<file path="config.mk">
export PLATFORM = sky130hd
export DESIGN_NAME = recip_tracker
export DESIGN_NICKNAME = d
export VERILOG_FILES = /design/src/rtl/recip_pkg.sv /design/src/rtl/recip_ctrl.sv /design/src/rtl/recip_err_stage.sv /design/src/rtl/recip_refine_stage.sv /design/src/rtl/recip_tracker.sv
export SDC_FILE = /design/constraint.sdc
export NUM_CORES = 2
export LEC_CHECK = 0
export CORE_MARGIN = 3
export CORE_UTILIZATION = 42
export DETAILED_ROUTE_END_ITERATION = 7
export GPL_TIMING_DRIVEN = 1
export PLACE_DENSITY = 0.59
export SYNTH_ARGS = -nofsm -noshare
export SYNTH_HDL_FRONTEND = slang
export SYNTH_SLANG_ARGS = --single-unit
</file>
<file path="constraint.sdc">
create_clock -name clk -period 23 [get_ports clk]
set_input_delay 4.6 -clock clk [delete_from_list [all_inputs] [get_ports clk]]
set_output_delay 4.6 -clock clk [all_outputs]
set_load 0.02 [all_outputs]
</file>
<file path="src/rtl/recip_pkg.sv">
package recip_pkg;

    parameter int unsigned RT_CNT_W  = 13;
    parameter int unsigned RT_FRAC_W = 23;

    typedef enum logic [1:0] {
        K_RESTART = 2'd0,
        K_HALF    = 2'd1,
        K_REFINE  = 2'd2
    } step_kind_e;

    // Pick the update rule for a count value.
    function automatic step_kind_e classify(input int unsigned n);
        if (n == 1)      return K_RESTART;
        else if (n == 2) return K_HALF;
        else             return K_REFINE;
    endfunction

endpackage

</file>
<file path="src/rtl/recip_ctrl.sv">
module recip_ctrl
    import recip_pkg::*;
#(
    parameter int unsigned CNT_W = RT_CNT_W
) (
    input  logic             clk,
    input  logic             rst,
    input  logic             step_i,
    input  logic [CNT_W-1:0] count_i,
    output logic             accept_o,
    output logic             finish_o,
    output logic             ready_o,
    output step_kind_e       kind_o
);

    logic busy_q;

    assign ready_o  = !busy_q;
    assign accept_o = step_i && !busy_q && (count_i != '0);
    assign finish_o = busy_q;
    assign kind_o   = classify(32'(count_i));

    // One step in flight at most; it completes on the edge after acceptance.
    always_ff @(posedge clk) begin
        if (rst) busy_q <= 1'b0;
        else     busy_q <= accept_o;
    end

endmodule

</file>
<file path="src/rtl/recip_err_stage.sv">
module recip_err_stage
    import recip_pkg::*;
#(
    parameter int unsigned CNT_W  = RT_CNT_W,
    parameter int unsigned FRAC_W = RT_FRAC_W,
    localparam int unsigned R_W   = FRAC_W + 1,
    localparam int unsigned P_W   = CNT_W + R_W
) (
    input  logic             clk,
    input  logic             rst,
    input  logic             accept_i,
    input  step_kind_e       kind_i,
    input  logic [CNT_W-1:0] count_i,
    input  logic [R_W-1:0]   recip_i,
    output logic [P_W-1:0]   prod_o,
    output step_kind_e       kind_o
);

    logic [P_W-1:0] prod_d;

    // First multiply: n * r, kept at full width (integer part plus Q.23).
    assign prod_d = {{R_W{1'b0}}, count_i} * {{CNT_W{1'b0}}, recip_i};

    always_ff @(posedge clk) begin
        if (rst) begin
            prod_o <= '0;
            kind_o <= K_RESTART;
        end else if (accept_i) begin
            prod_o <= prod_d;
            kind_o <= kind_i;
        end
    end

endmodule

</file>
<file path="src/rtl/recip_refine_stage.sv">
module recip_refine_stage
    import recip_pkg::*;
#(
    parameter int unsigned CNT_W  = RT_CNT_W,
    parameter int unsigned FRAC_W = RT_FRAC_W,
    localparam int unsigned R_W   = FRAC_W + 1,
    localparam int unsigned P_W   = CNT_W + R_W,
    localparam int unsigned T_W   = FRAC_W + 2,
    localparam int unsigned M_W   = R_W + T_W
) (
    input  logic           clk,
    input  logic           rst,
    input  logic           finish_i,
    input  step_kind_e     kind_i,
    input  logic [P_W-1:0] prod_i,
    output logic [R_W-1:0] recip_o,
    output logic           vld_o
);

    localparam logic [P_W-1:0] TWO_P   = P_W'(1) << (FRAC_W + 1);
    localparam logic [T_W-1:0] TWO_T   = T_W'(1) << (FRAC_W + 1);
    localparam logic [R_W-1:0] ONE_R   = R_W'(1) << FRAC_W;
    localparam logic [R_W-1:0] HALF_R  = R_W'(1) << (FRAC_W - 1);
    localparam logic [R_W-1:0] MAX_R   = {R_W{1'b1}};
    localparam logic [M_W-1:0] RND_M   = M_W'(1) << (FRAC_W - 1);
    localparam logic [M_W-1:0] MAX_M   = {{(M_W-R_W){1'b0}}, MAX_R};

    logic [T_W-1:0] corr;
    logic [M_W-1:0] mult;
    logic [M_W-1:0] scaled;
    logic [R_W-1:0] refined;
    logic [R_W-1:0] next_r;

    // Correction factor 2 - n*r in Q2.23; it cannot go below zero.
    assign corr    = (prod_i >= TWO_P) ? '0 : (TWO_T - prod_i[T_W-1:0]);
    // Second multiply: r * (2 - n*r), full width, then round half up to Q1.23.
    assign mult    = {{T_W{1'b0}}, recip_o} * {{R_W{1'b0}}, corr};
    assign scaled  = (mult + RND_M) >> FRAC_W;
    assign refined = (scaled > MAX_M) ? MAX_R : scaled[R_W-1:0];

    always_comb begin
        unique case (kind_i)
            K_RESTART: next_r = ONE_R;
            K_HALF:    next_r = HALF_R;
            default:   next_r = refined;
        endcase
    end

    always_ff @(posedge clk) begin
        if (rst) begin
            recip_o <= '0;
            vld_o   <= 1'b0;
        end else begin
            vld_o <= finish_i;
            if (finish_i) recip_o <= next_r;
        end
    end

endmodule

</file>
<file path="src/rtl/recip_tracker.sv">
module recip_tracker
    import recip_pkg::*;
#(
    parameter int unsigned CNT_W  = RT_CNT_W,
    parameter int unsigned FRAC_W = RT_FRAC_W,
    localparam int unsigned R_W   = FRAC_W + 1,
    localparam int unsigned P_W   = CNT_W + R_W
) (
    input  logic             clk,
    input  logic             rst,
    input  logic             step_i,
    input  logic [CNT_W-1:0] count_i,
    output logic             ready_o,
    output logic [R_W-1:0]   recip_o,
    output logic             recip_vld_o
);

    logic           accept;
    logic           finish;
    step_kind_e     kind_now;
    step_kind_e     kind_held;
    logic [P_W-1:0] err_prod;

    recip_ctrl #(.CNT_W(CNT_W)) u_ctrl (
        .clk      (clk),
        .rst      (rst),
        .step_i   (step_i),
        .count_i  (count_i),
        .accept_o (accept),
        .finish_o (finish),
        .ready_o  (ready_o),
        .kind_o   (kind_now)
    );

    recip_err_stage #(.CNT_W(CNT_W), .FRAC_W(FRAC_W)) u_err (
        .clk      (clk),
        .rst      (rst),
        .accept_i (accept),
        .kind_i   (kind_now),
        .count_i  (count_i),
        .recip_i  (recip_o),
        .prod_o   (err_prod),
        .kind_o   (kind_held)
    );

    recip_refine_stage #(.CNT_W(CNT_W), .FRAC_W(FRAC_W)) u_refine (
        .clk      (clk),
        .rst      (rst),
        .finish_i (finish),
        .kind_i   (kind_held),
        .prod_i   (err_prod),
        .recip_o  (recip_o),
        .vld_o    (recip_vld_o)
    );

endmodule

</file>
### After elaboration in Yosys (flattened, before gate mapping)

Cells that the tools add are included.

| storage, ports and cells | value |
|---|---|
| flip-flop bits (word level) | 65 |
| input port bits | 16 |
| output and inout bits | 26 |

| operators by class | value |
|---|---|
| add/subtract/negate cells | 2 |
| multipliers | 2 |
| magnitude comparators | 2 |
| eq/ne operators | 3 |
| mux-type cells | 5 |
| reductions and logical operators | 5 |

Operators by type and width:

| kind | number |
|---|---|
| $add A49 B23 Y49 const B | 1 |
| $mul A24 B25 Y49 | 1 |
| $pmux W24 S2 | 1 |
| $ge A37 B25 Y1 const B | 1 |
| $mul A13 B24 Y37 | 1 |
| $gt A26 B24 Y1 const B | 1 |
| $mux W25 | 1 |
| $sub A25 B25 Y25 const A | 1 |
| $mux W24 | 1 |
| $eq A13 B1 Y1 const B | 1 |
| $eq A13 B2 Y1 const B | 1 |
| $reduce_bool A13 Y1 | 1 |
| $mux W2 | 2 |
| $eq A2 B1 Y1 const B | 1 |
| $logic_and A1 B1 Y1 | 2 |
| $logic_not A2 Y1 | 1 |
| $logic_not A1 Y1 | 1 |

### Longest topological paths before layout

| logic depth | value |
|---|---|
| depth after elaboration | 7 |
| mapped depth | 38 |
| gate-level depth less buffers | 34 |

### Cells and area by module

Synthesis repeated with hierarchy kept, for this count alone.

| unflattened totals | value |
|---|---|
| cell total of the unflattened synthesis | 3,798 |
| area, all modules | 32,870.3 um^2 |

Modules (own cells, without submodules):

| module | instances | cells each | area each (um^2) |
|---|---|---|---|
| recip_refine_stage | 1 | 2,466 | 21,359.2 |
| recip_err_stage | 1 | 1,318 | 11,415.9 |
| recip_ctrl | 1 | 14 | 95.1 |

### Worst setup path after synthesis

No wires, ideal clock.

| timing | value |
|---|---|
| path type | input port to flip-flop |
| start | input port count_i[1] |
| end | register u_err.prod_o[34] |
| library setup time | 0.062 ns |
| arrival | 10.154 ns |
| path slack | 12.784 ns |
| cell stages on the path | 23 |
| cell sequence | clkbuf_1 buf_1 nand2_1 fa_1 inv_1 fa_1 fa_1 inv_1 fa_1 inv_1 fa_1 ha_1 nand3_1 or3_1 o21a_1 o31a_1 a31oi_1 a221o_1 a21oi_1 o21ai_1 a31oi_1 or4_1 nand3_1 |

| on the way | value |
|---|---|
| longest elaborated chain between the ends | 2 |
| elaborated cells on any way between the ends | 3 |

Ends and longest elaborated chain:

| item | line | RTL |
|---|---|---|
| start, declared | recip_tracker.sv:12 | `input logic [CNT_W-1:0] count_i,` |
| parallel branches: the longest is 2 deep, another holds $mul A13 B24 Y37 | n/a |  |
| end signal, assigned | recip_err_stage.sv:29 | `prod_o <= prod_d;` |
| end, declared | recip_err_stage.sv:15 | `output logic [P_W-1:0] prod_o,` |

Several ways; the timed one is not identified.
A chain may end at the register's enable or synchronous reset.

### Worst setup path after layout

| timing | value |
|---|---|
| start | input port count_i[2] |
| end | register u_err.prod_o[33] |

The elaborated chain is that of the path after synthesis.

==> reports/metrics.csv <==
metric;value;unit
largest net degree at the start of global routing;46;
Chip Width;282;µm
CTS root buffer;clkbuf_16;
Core ar.;0.0748;mm²
pre-CTS WS;11510;ps
number of cells on the worst hold path;2;
synth top area cells;fa_1 (47%), ha_1 (11%), inv_1 (9.4%);
Synth cell types;62;
Worst Hold Launch;u_err.prod_o[26]$_SDFFE_PP0P_;
multi-input logic area;0.0268;mm²
Register Area;0.00131;mm²
CTS buffer count;9;
Initial Utilization;42.6;%
final WL;86200;µm
P&R area growth vs syn;5.15;%
gpl congestion;0.887;
Syn Nets;4749;
Final Max Slew Viols;0;
Fin. Hold Viols;0;
final setup margin;11830;ps
register clock-pin slew on the reported worst setup and hold paths;70;ps
# resized after CTS;0;
detailed placement HPWL;63200;µm
Via density;5.26;
reg2reg path depth;30;
DR pass1 iterations;5;
antenna-violating nets left;0;
Cell Area, Synth;0.0319;mm²
Cell Count, Final, Fillers Out;4590;
DR WL/cell;18.8;µm
crit path max fanout;25;
DRC Markers;0;
commonest non-fill, non-tap cells in the layout;inv_1 (799), fa_1 (746), nand2_1 (651);
fillers;7500;
first-pass GRT wire length;142000;µm
Post-Syn Instances;3713;
biggest area consumer among synthesized cells;fa_1;
number of synthesized register bits;65;
sequential share of the synthesized area;4.08;%
gr ovfl total;0;
asr flop ratio synth;0;%
Synth top area share;46.8;%
RR Startpoint;u_err.prod_o[2]$_SDFFE_PP0P_;
# Post-CTS Setup Buffers;0;
Synth warnings;0;
worst-margin pin slew;1300;ps
# setup viols final;0;
crit path capture type;register;
via count;24100;
# IOs;42;
Arr. time, crit path;11480;ps
syn_area_per_cell;8.59;µm²
Layout Nets;4650;
Final Cell Area;0.0335;mm²
worst hold endpoint;u_err.prod_o[26]$_SDFFE_PP0P_;
unrepaired setup endpoints after global routing;false;
skew final;12.6;ps
CTS tree;yes;
IO Port Bufs;41;
vias in the first global route;25400;
VDD IR-drop max;0.0294;mV
most common cell after layout, fill and taps aside;inv_1;
Most used DFF post-synth;dfxtp_1;
Startpoint Class;input port;
required time of the critical path;23310;ps
Slew headroom;13.1;%
share of cells above drive strength 1;2.71;%
post-route clock period utilization;48.6;%
Leakage;0.0166;µW
number of synthesized flops with an enable pin;0;
DRT iter0 DRCs;1410;
MaxCap Viol Count;0;
# hold bufs at CTS;0;
placed cell areas;0.0332;mm²
count of clock tree sinks;65;
worst hold path type;register to register;
Fmax achieved;0.0895;GHz
clock latency on the worst-skew pair;380;ps
power density over cell area;14.2;mW/mm²
Clock Path Buffers;2;
min Tclk post-route;11170;ps
Total GRT Usage;23.1;%
FP Rows;100;
H-tree levels;3;
Setup CP Type;input port to register;
full die area;0.0793;mm²
setup TNS;0;ps
Critical R2R Capture;u_refine.recip_o[23]$_SDFFE_PP0P_;
initial antenna violation count;4;
total power;476;µW
Placed Cells;4572;
R2R Setup Slk;12730;ps
Die Y;282;µm
status;finished clean;
metal layers:
metal  global-route usage (%)  part of all wire, %
met2                     39.0                   48
met5                        0                    0
met4                     6.98                  2.9
met1                     30.9                   43
met3                     3.39                  5.9
report_power, final:
group	switching [µW]	internal (µW)
registers	3.71	115
logic	159	48.9
clock network	64.3	85.6
total	227	249
logic make-up (layout without fill, tap and decap cells):
| kind of cell | count (synthesis) | count (layout) | synth area share [%] |
|---|---|---|---|
| fa+ha+maj | 1020 | 1020 | 57.6 |
| flops | 65 | 65 | 4.08 |
| other cells | 0 | 2 | 0 |
| buf+inv | 1015 | 921 | 12.0 |
| compound gates | 282 | 282 | 5.51 |
| simple gates | 1254 | 1254 | 18.7 |
| xor+xnor | 77 | 77 | 2.11 |
cells in the mapped netlist, types with 3 or more instances:
| cell | count |
|---|---|
| inv_1 | 799 |
| fa_1 | 746 |
| nand2_1 | 651 |
| and2_1 | 372 |
| ha_1 | 274 |
| clkbuf_1 | 209 |
| a21oi_1 | 101 |
| nor2_1 | 90 |
| dfxtp_1 | 65 |
| xnor2_1 | 53 |
| o21ai_0 | 51 |
| a21o_1 | 41 |
| and3_1 | 34 |
| nor3_1 | 25 |
| xor2_1 | 24 |
| nand3_1 | 19 |
| nand4_1 | 14 |
| a211oi_1 | 12 |
| a31oi_1 | 11 |
| o21bai_1 | 10 |
| nor4_1 | 9 |
| o21a_1 | 9 |
| nand2b_1 | 8 |
| nor2b_1 | 7 |
| o211ai_1 | 7 |
| nand3b_1 | 6 |
| a21boi_0 | 4 |
| buf_2 | 4 |
| o21ai_1 | 4 |
| or4_1 | 4 |
| a221oi_1 | 3 |
| nand4b_1 | 3 |
| o31ai_1 | 3 |
| or3_1 | 3 |
worst max path at each step:
stage	to	slack, ps	startpoint
finish	u_err.prod_o[33]$_SDFFE_PP0P_	11830	count_i[2]
global route	u_err.prod_o[31]$_SDFFE_PP0P_	11360	count_i[2]
CTS	u_err.prod_o[34]$_SDFFE_PP0P_	11910	count_i[2]
detailed placement	u_err.prod_o[34]$_SDFFE_PP0P_	11510	count_i[2]
global placement	u_err.prod_o[34]$_SDFFE_PP0P_	11600	count_i[2]
floorplan	u_err.prod_o[34]$_SDFFE_PP0P_	12780	count_i[1]
metrics by stage:
step / hold slack, ps / util, %
after floorplan: 432 / -
after CTS: 453 / 44.8
after detailed placement: 443 / 44.4
after global routing: 471 / 44.8
final: 451 / 44.8
after global placement: 438 / 44.4
worst max-delay path, cell delays in order:
cell and delay, ps:
clkdlybuf4s50_1 1270, nand2_1 180, fa_1 550, inv_1 50, fa_1 450, fa_1 510
inv_1 50, fa_1 530, inv_1 50, fa_1 440, ha_1 330, a21oi_1 360
nand2_1 70, and3b_1 240, o31ai_1 190, o22a_1 300, a41oi_1 560, nand3_1 140
a31oi_1 230, xnor2_1 140, nand2_1 60, a21oi_1 160
sequential cells by signal, indices dropped and copies added, names as in the netlist:
register and flops:
u_ctrl.finish_o 1, u_err.kind_o 2, u_err.prod_o 37, u_refine.recip_o 24
u_refine.vld_o 1
area by class of cell:
class,instances,share of cell area [%]
multi-input combinational,2633,80.0
inverter,799,8.94
sequential,65,3.89
tap,969,3.62
timing repair buffer,106,2.66
clock buffer,10,0.683
clock inverter,6,0.224
antenna,2,0.0149
(Power assumes the default switching activity.)
